--- src/rtl/pwm_timer_pkg.sv ---
package pwm_timer_pkg;

  // Per-channel control group, LSB = run.
  typedef struct packed {
    logic reload;
    logic invert;
    logic load;
    logic run;
  } chan_ctrl_t;

  localparam int GRP_W     = 4;
  localparam int SEL_W     = 4;
  localparam int ADR_PRESC = 0;
  localparam int ADR_DIV   = 1;
  localparam int ADR_CTRL  = 2;
  localparam int ADR_PER0  = 3;
  localparam int ADR_CMP0  = 8;
  localparam int ADR_OBS0  = 16;

endpackage

--- src/rtl/pwm_tick_gen.sv ---
module pwm_tick_gen #(
  parameter int NCH     = 5,
  parameter int PRESC_W = 8,
  parameter int GRP_A_N = 2
) (
  input  logic                                   clk,
  input  logic                                   rst_n,
  input  logic [PRESC_W-1:0]                     presc_a,
  input  logic [PRESC_W-1:0]                     presc_b,
  input  logic [NCH*pwm_timer_pkg::SEL_W-1:0]    divsel,
  output logic [NCH-1:0]                         tick
);
  import pwm_timer_pkg::*;

  localparam int DIV_W = 4;

  logic [1:0]         grp_pulse;
  logic [PRESC_W-1:0] limit [2];
  assign limit[0] = presc_a;
  assign limit[1] = presc_b;

  for (genvar g = 0; g < 2; g++) begin : g_presc
    logic [PRESC_W-1:0] pcnt;
    assign grp_pulse[g] = (pcnt >= limit[g]);
    always_ff @(posedge clk) begin
      if (!rst_n)            pcnt <= '0;
      else if (grp_pulse[g]) pcnt <= '0;
      else                   pcnt <= pcnt + 1'b1;
    end

    // a non-zero, unchanged prescaler never pulses twice in a row
    a_r2_pulse_spacing: assert property (@(posedge clk) disable iff (!rst_n)
      (grp_pulse[g] && limit[g] != '0 && $stable(limit[g])) |=> !grp_pulse[g]);
  end

  for (genvar c = 0; c < NCH; c++) begin : g_div
    localparam int G = (c < GRP_A_N) ? 0 : 1;
    logic [SEL_W-1:0] sel;
    logic [DIV_W-1:0] dcnt;
    logic [DIV_W-1:0] mask;
    assign sel = divsel[c*SEL_W +: SEL_W];
    always_comb begin
      case (sel)
        4'd0:    mask = 4'h0;
        4'd1:    mask = 4'h1;
        4'd2:    mask = 4'h3;
        4'd3:    mask = 4'h7;
        default: mask = 4'hF;
      endcase
    end
    always_ff @(posedge clk) begin
      if (!rst_n)            dcnt <= '0;
      else if (grp_pulse[G]) dcnt <= dcnt + 1'b1;
    end
    assign tick[c] = grp_pulse[G] && ((dcnt & mask) == mask);
  end

endmodule

--- src/rtl/pwm_chan.sv ---
module pwm_chan #(
  parameter int CNT_W   = 16,
  parameter bit HAS_CMP = 1'b1
) (
  input  logic                      clk,
  input  logic                      rst_n,
  input  logic                      tick,
  input  pwm_timer_pkg::chan_ctrl_t ctrl,
  input  logic [CNT_W-1:0]          per_buf,
  input  logic [CNT_W-1:0]          cmp_buf,
  output logic [CNT_W-1:0]          cnt_q,
  output logic                      pwm,
  output logic                      irq
);
  logic [CNT_W-1:0] cmp_q;

  always_ff @(posedge clk) begin
    if (!rst_n) begin
      cnt_q <= '0;
      irq   <= 1'b0;
    end else begin
      irq <= 1'b0;
      if (ctrl.load) begin
        cnt_q <= per_buf;
      end else if (ctrl.run && tick) begin
        if (cnt_q != '0) begin
          cnt_q <= cnt_q - 1'b1;
          irq   <= (cnt_q == CNT_W'(1));
        end else if (ctrl.reload) begin
          cnt_q <= per_buf;
        end
      end
    end
  end

  if (HAS_CMP) begin : g_cmp
    always_ff @(posedge clk) begin
      if (!rst_n)         cmp_q <= '0;
      else if (ctrl.load) cmp_q <= cmp_buf;
    end
    assign pwm = (cnt_q > cmp_q) ^ ctrl.invert;
  end else begin : g_nocmp
    logic unused_cmp_in;
    assign unused_cmp_in = ^{cmp_buf, ctrl.invert};
    assign cmp_q = '0;
    assign pwm   = 1'b0;
  end

  // an interrupt pulse only coincides with a counter sitting at zero
  a_r6_irq_at_zero: assert property (@(posedge clk) disable iff (!rst_n)
    irq |-> (cnt_q == '0));
  // load copies the period buffer
  a_r5_load_copies: assert property (@(posedge clk) disable iff (!rst_n)
    ctrl.load |=> (cnt_q == $past(per_buf)));
  // stopped and not loading means frozen
  a_r11_hold_stopped: assert property (@(posedge clk) disable iff (!rst_n)
    (!ctrl.run && !ctrl.load) |=> $stable(cnt_q));
  // without reload a zero counter stays at zero
  a_r8_stay_zero: assert property (@(posedge clk) disable iff (!rst_n)
    (!ctrl.load && !ctrl.reload && cnt_q == '0) |=> (cnt_q == '0));

endmodule

--- src/rtl/pwm_regs.sv ---
module pwm_regs #(
  parameter int NCH     = 5,
  parameter int NPWM    = 4,
  parameter int CNT_W   = 16,
  parameter int PRESC_W = 8,
  parameter int ADDR_W  = 5,
  parameter int DATA_W  = 32
) (
  input  logic                                  clk,
  input  logic                                  rst_n,
  input  logic                                  we,
  input  logic [ADDR_W-1:0]                     addr,
  input  logic [DATA_W-1:0]                     wdata,
  input  logic [NCH*CNT_W-1:0]                  obs_cnt,
  output logic [PRESC_W-1:0]                    presc_a,
  output logic [PRESC_W-1:0]                    presc_b,
  output logic [NCH*pwm_timer_pkg::SEL_W-1:0]   divsel,
  output logic [NCH*pwm_timer_pkg::GRP_W-1:0]   ctrl,
  output logic [NCH*CNT_W-1:0]                  per_buf,
  output logic [NPWM*CNT_W-1:0]                 cmp_buf,
  output logic [DATA_W-1:0]                     rdata
);
  import pwm_timer_pkg::*;

  localparam int DIV_BITS  = NCH*SEL_W;
  localparam int CTRL_BITS = NCH*GRP_W;

  logic hit_presc, hit_div, hit_ctrl;
  assign hit_presc = we && (addr == ADDR_W'(ADR_PRESC));
  assign hit_div   = we && (addr == ADDR_W'(ADR_DIV));
  assign hit_ctrl  = we && (addr == ADDR_W'(ADR_CTRL));

  always_ff @(posedge clk) begin
    if (!rst_n) begin
      presc_a <= '0;
      presc_b <= '0;
      divsel  <= '0;
      ctrl    <= '0;
    end else begin
      if (hit_presc) begin
        presc_a <= wdata[PRESC_W-1:0];
        presc_b <= wdata[2*PRESC_W-1:PRESC_W];
      end
      if (hit_div)  divsel <= wdata[DIV_BITS-1:0];
      if (hit_ctrl) ctrl   <= wdata[CTRL_BITS-1:0];
    end
  end

  for (genvar c = 0; c < NCH; c++) begin : g_per
    always_ff @(posedge clk) begin
      if (!rst_n)
        per_buf[c*CNT_W +: CNT_W] <= '0;
      else if (we && addr == ADDR_W'(ADR_PER0 + c))
        per_buf[c*CNT_W +: CNT_W] <= wdata[CNT_W-1:0];
    end
  end

  for (genvar c = 0; c < NPWM; c++) begin : g_cmp
    always_ff @(posedge clk) begin
      if (!rst_n)
        cmp_buf[c*CNT_W +: CNT_W] <= '0;
      else if (we && addr == ADDR_W'(ADR_CMP0 + c))
        cmp_buf[c*CNT_W +: CNT_W] <= wdata[CNT_W-1:0];
    end
  end

  always_comb begin
    rdata = '0;
    if (addr == ADDR_W'(ADR_PRESC)) rdata[2*PRESC_W-1:0] = {presc_b, presc_a};
    if (addr == ADDR_W'(ADR_DIV))   rdata[DIV_BITS-1:0]  = divsel;
    if (addr == ADDR_W'(ADR_CTRL))  rdata[CTRL_BITS-1:0] = ctrl;
    for (int c = 0; c < NCH; c++) begin
      if (addr == ADDR_W'(ADR_PER0 + c)) rdata[CNT_W-1:0] = per_buf[c*CNT_W +: CNT_W];
      if (addr == ADDR_W'(ADR_OBS0 + c)) rdata[CNT_W-1:0] = obs_cnt[c*CNT_W +: CNT_W];
    end
    for (int c = 0; c < NPWM; c++) begin
      if (addr == ADDR_W'(ADR_CMP0 + c)) rdata[CNT_W-1:0] = cmp_buf[c*CNT_W +: CNT_W];
    end
  end

  logic unused_wdata_bits;
  assign unused_wdata_bits = ^wdata;

endmodule

--- src/rtl/pwm_timer_bank.sv ---
module pwm_timer_bank #(
  parameter int NCH     = 5,
  parameter int NPWM    = 4,
  parameter int CNT_W   = 16,
  parameter int PRESC_W = 8,
  parameter int ADDR_W  = 5,
  parameter int DATA_W  = 32
) (
  input  logic              clk,
  input  logic              rst_n,
  input  logic              reg_we,
  input  logic [ADDR_W-1:0] reg_addr,
  input  logic [DATA_W-1:0] reg_wdata,
  output logic [DATA_W-1:0] reg_rdata,
  output logic [NPWM-1:0]   pwm_o,
  output logic [NCH-1:0]    irq_o
);
  import pwm_timer_pkg::*;

  logic [PRESC_W-1:0]     presc_a, presc_b;
  logic [NCH*SEL_W-1:0]   divsel;
  logic [NCH*GRP_W-1:0]   ctrl;
  logic [NCH*CNT_W-1:0]   per_buf, obs_cnt;
  logic [NPWM*CNT_W-1:0]  cmp_buf;
  logic [NCH-1:0]         tick, pwm_all;

  pwm_regs #(.NCH(NCH), .NPWM(NPWM), .CNT_W(CNT_W), .PRESC_W(PRESC_W),
             .ADDR_W(ADDR_W), .DATA_W(DATA_W)) regs_i (
    .clk(clk), .rst_n(rst_n), .we(reg_we), .addr(reg_addr), .wdata(reg_wdata),
    .obs_cnt(obs_cnt), .presc_a(presc_a), .presc_b(presc_b), .divsel(divsel),
    .ctrl(ctrl), .per_buf(per_buf), .cmp_buf(cmp_buf), .rdata(reg_rdata)
  );

  pwm_tick_gen #(.NCH(NCH), .PRESC_W(PRESC_W), .GRP_A_N(2)) tick_i (
    .clk(clk), .rst_n(rst_n), .presc_a(presc_a), .presc_b(presc_b),
    .divsel(divsel), .tick(tick)
  );

  for (genvar c = 0; c < NCH; c++) begin : g_ch
    localparam bit WITH_CMP = (c < NPWM);
    logic [CNT_W-1:0] cmp_in;
    if (WITH_CMP) begin : g_c
      assign cmp_in = cmp_buf[c*CNT_W +: CNT_W];
    end else begin : g_n
      assign cmp_in = '0;
    end
    pwm_chan #(.CNT_W(CNT_W), .HAS_CMP(WITH_CMP)) chan_i (
      .clk(clk), .rst_n(rst_n), .tick(tick[c]),
      .ctrl(chan_ctrl_t'(ctrl[c*GRP_W +: GRP_W])),
      .per_buf(per_buf[c*CNT_W +: CNT_W]), .cmp_buf(cmp_in),
      .cnt_q(obs_cnt[c*CNT_W +: CNT_W]), .pwm(pwm_all[c]), .irq(irq_o[c])
    );
  end

  assign pwm_o = pwm_all[NPWM-1:0];

  logic unused_pwm_tail;
  assign unused_pwm_tail = ^pwm_all;

  // straight after reset no pin is driven high
  a_r1_quiet_after_reset: assert property (@(posedge clk)
    $rose(rst_n) |-> (pwm_o == '0 && irq_o == '0));

endmodule

--- config.mk ---
export PLATFORM = sky130hd
export DESIGN_NAME = pwm_timer_bank
export DESIGN_NICKNAME = d
export VERILOG_FILES = /design/src/rtl/pwm_timer_pkg.sv /design/src/rtl/pwm_tick_gen.sv /design/src/rtl/pwm_chan.sv /design/src/rtl/pwm_regs.sv /design/src/rtl/pwm_timer_bank.sv
export SDC_FILE = /design/constraint.sdc
export NUM_CORES = 1
export LEC_CHECK = 0
export ABC_CLOCK_PERIOD_IN_PS = 4400
export BUFFER_PORTS_ARGS = -buffer_cell sky130_fd_sc_hd__buf_2
export CORE_AREA = 2 2 206 208
export CTS_BUF_LIST = sky130_fd_sc_hd__clkbuf_4 sky130_fd_sc_hd__clkbuf_8
export DETAILED_ROUTE_END_ITERATION = 10
export DIE_AREA = 0 0 208 210
export PLACE_DENSITY = 0.75
export SLEW_MARGIN = 20
export SYNTH_ARGS = -nofsm -noshare
export SYNTH_HDL_FRONTEND = slang
export SYNTH_HIERARCHICAL = 1
export SYNTH_SLANG_ARGS = --single-unit
--- constraint.sdc ---
create_clock -name clk -period 4.4 [get_ports clk]
set_input_delay 0.88 -clock clk [delete_from_list [all_inputs] [get_ports clk]]
set_output_delay 0.88 -clock clk [all_outputs]
set_load 0.01 [all_outputs]
==> flow_metrics.py <==
metrics = {
    "power": {
        "p_switching_w": 0.00195,
        "p_sw_frac": 0.255,
        "comb_power_share": 0.075,
        "seq_power_share": 0.464,
        "areal_power_density_over_the_cells_mw_per_mm2": 314,
        "power.ir.vdd_worst_v": 0.000253,
        "power.static_leakage_nw": 8.61,
        "p_clk_frac": 0.460,
        "p_int_w": 0.00571,
    },
    "critical_path": {
        "regToRegEndpoint": "g_ch[3].chan_i/cnt_q[8]$_SDFFE_PN0P_",
        "start_kind": "input port",
        "cp_data_arrival_time_ns": 3.33,
        "cp.required_ns": 3.52,
        "r2r_setup_slack_ns": 0.73,
        "crit_path_end": "reg_rdata[4]",
        "worstRegToRegCells": 11,
        "reg2reg_from": "tick_i/g_presc[1].pcnt[0]$_SDFF_PP0_",
        "crit_path_end_kind": "output port",
        "criticalPathCategory": "in2out",
        "critPathLaunch": "reg_addr[0]",
        "worstPathMaxFanout": 18,
    },
    "sta": {
        "max-slew-margin-rel": 0.280,
        "max_freq_ghz": 0.238,
        "timing.final.setup_violations": 0,
        "timing_worst_slew_pin_value_ns": 1.08,
        "hold_viol_final": 0,
        "setup-tns-final_ns": 0,
        "min_period_ns": 4.21,
        "min_setup_slack_post_route_ns": 0.192,
        "grt_setup_unrepaired": "no",
        "final.setup_skew_ns": 0.0324,
        "final-max-slew-violation-count": 0,
        "period_share": 0.956,
    },
    "placement": {
        "port_buffers": 56,
        "detailedPlacementHpwl_um": 60700,
        "dp_worst_setup_slack_ns": 0.331,
        "postPlaceCellArea_mm2": 0.0230,
        "finalWeightedCongestion": 1.05,
    },
    "floorplan": {
        "rows": 75,
        "pin_count": 81,
        "effective_utilization_at_floorplan": 0.544,
        "floorplan.die_area_mm2": 0.0437,
        "core-area_mm2": 0.0415,
        "die_h_um": 210,
        "fp.dieW_um": 208,
    },
    "clocking": {
        "holdBufCountCts": 0,
        "cts-root-to-sink-buffers": 3,
        "cts_root_buf": "sky130_fd_sc_hd__clkbuf_8",
        "cts-resized-gates": 0,
        "clock-sinks": 385,
        "numCtsBuffers": 68,
        "clkLatencyLatePin_ns": 0.65,
        "cts.htree.levels": 3,
        "cts_setup_buffers": 0,
        "tritoncts": "done",
        "worst_setup_hold_path_clk_slew_ns": 0.05,
    },
    "flow_run": {
        "drv_cap": 0,
    },
    "detailed_routing": {
        "vias_per_cell": 6.55,
        "route.detailed.drc": 0,
        "total_iterations_of_the_first_detailed_routing_run": 6,
        "final_wirelength_um": 85200,
        "detail-route-antenna-nets": 0,
        "initialDrtViolationCount": 2896,
        "vias": 21800,
        "drt-wirelength-per-cell_um": 25.6,
    },
    "outcome": {
        "status": "finished, final reports clean",
    },
    "global_route": {
        "grt_use_total": 0.378,
        "globalRouteOverflowTotal": 0,
        "grt_start_max_net_pins": 119,
        "via_count_of_the_first_global_routing_pass": 20700,
        "grt_pass1_wl_um": 126000,
        "initial_antenna_violation_count": 2,
    },
    "layout": {
        "final_area_mm2": 0.0244,
        "areaGrowthSynthToFinish_pct": 8.17,
        "nNetsFinal": 2890,
        "multiInputGateArea_mm2": 0.0134,
        "fill_cells": 3709,
        "diodes": 0,
        "drive_above_1_share": 0.117,
        "regArea_mm2": 0.00771,
    },
    "synth": {
        "synthesis.area_mm2": 0.0226,
        "yosysWarningCount": 6,
        "syn-mean-instance-area_um2": 8.19,
        "post_synth_inst_count": 2756,
    },
    "min_path": {
        "hp-class": "reg2reg",
    },
}
[final cells by class]
| class | count | area share |
|---|---|---|
| multi-input cells | 2060 | 0.548 |
| flip-flops and latches | 385 | 0.316 |
| clock buffers | 105 | 0.0556 |
| repair buffers | 115 | 0.0316 |
| well taps | 539 | 0.0276 |
| inverters | 118 | 0.0181 |
| clock inverters | 9 | 0.00297 |
[sequential cells by signal, summed over array words and instances (netlist names)]
signal / cells
g_ch.chan_i/cnt_q: 80
regs_i/per_buf: 80
g_ch.chan_i/cmp_q: 64
regs_i/cmp_buf: 64
regs_i/ctrl: 20
regs_i/divsel: 20
tick_i/g_div.dcnt: 20
tick_i/g_presc.pcnt: 16
regs_i/presc_a: 8
regs_i/presc_b: 8
g_ch.chan_i/irq: 5
[how the worst min path moves through the flow]
stage,from,to,depth (start not counted)
floorplan,tick_i/g_presc[0].pcnt[0]$_SDFF_PP0_,tick_i/g_presc[0].pcnt[0]$_SDFF_PP0_,1
global placement,tick_i/g_presc[0].pcnt[0]$_SDFF_PP0_,tick_i/g_presc[0].pcnt[0]$_SDFF_PP0_,1
detailed placement,tick_i/g_presc[0].pcnt[0]$_SDFF_PP0_,tick_i/g_presc[0].pcnt[0]$_SDFF_PP0_,1
CTS,tick_i/g_presc[0].pcnt[0]$_SDFF_PP0_,tick_i/g_presc[0].pcnt[0]$_SDFF_PP0_,1
global route,reg_wdata[18],regs_i/ctrl[18]$_SDFFE_PN0P_,3
finish,tick_i/g_presc[0].pcnt[0]$_SDFF_PP0_,tick_i/g_presc[0].pcnt[0]$_SDFF_PP0_,1
[through the flow]
step	power (W)	hold slack, ns	std cells	util
after global routing	0.00788	0.499	3331	0.589
after floorplan	0.00398	0.426	2767	-
final	0.00766	0.462	3331	0.589
after detailed placement	0.00418	0.448	3217	0.554
after CTS	0.00768	0.461	3331	0.589
after global placement	0.00417	0.441	3217	0.554
[power groups by stage]
stage / Sequential (W) / Combinational [W] / Clock, W
finish: 0.00356 / 0.000576 / 0.00353
global route: 0.00356 / 0.000602 / 0.00372
CTS: 0.00356 / 0.000552 / 0.00357
detailed placement: 0.00363 / 0.000550 / 0
global placement: 0.00363 / 0.000541 / 0
floorplan: 0.00362 / 0.000361 / 0
[cells in the final DEF, fill, tap and decap left out, types with 78 or more instances in the layout]
| cell | instances |
|---|---|
| sky130_fd_sc_hd__nand2_1 | 521 |
| sky130_fd_sc_hd__dfxtp_1 | 382 |
| sky130_fd_sc_hd__a21boi_0 | 197 |
| sky130_fd_sc_hd__nor2_1 | 132 |
| sky130_fd_sc_hd__inv_1 | 118 |
| sky130_fd_sc_hd__a21oi_1 | 109 |
| sky130_fd_sc_hd__ha_1 | 102 |
| sky130_fd_sc_hd__mux2i_1 | 95 |
| sky130_fd_sc_hd__clkbuf_8 | 91 |
| sky130_fd_sc_hd__o21ai_0 | 88 |
| sky130_fd_sc_hd__nor2b_1 | 78 |
| sky130_fd_sc_hd__o22ai_1 | 78 |
[per-layer routing]
layer / vias up / share of wire / GRT usage / routed length, µm
met1: 10400 / 0.40 / 0.488 / 33900
met5: - / 0.00054 / 0 / 46
met4: 6 / 0.063 / 0.222 / 5400
met3: 290 / 0.097 / 0.0757 / 8300
li1: 9848 / - / - / -
met2: 1271 / 0.44 / 0.591 / 37600
[worst max-delay path, stage by stage]
cell                       delay, ns
sky130_fd_sc_hd__buf_2          0.36
sky130_fd_sc_hd__nand2b_1       0.27
sky130_fd_sc_hd__nor3_2         0.46
sky130_fd_sc_hd__nand2_1        0.11
sky130_fd_sc_hd__a31oi_1        0.35
sky130_fd_sc_hd__o221ai_1       0.24
sky130_fd_sc_hd__a22oi_1        0.43
sky130_fd_sc_hd__buf_2          0.22
Power figures use the tool's default switching activity.
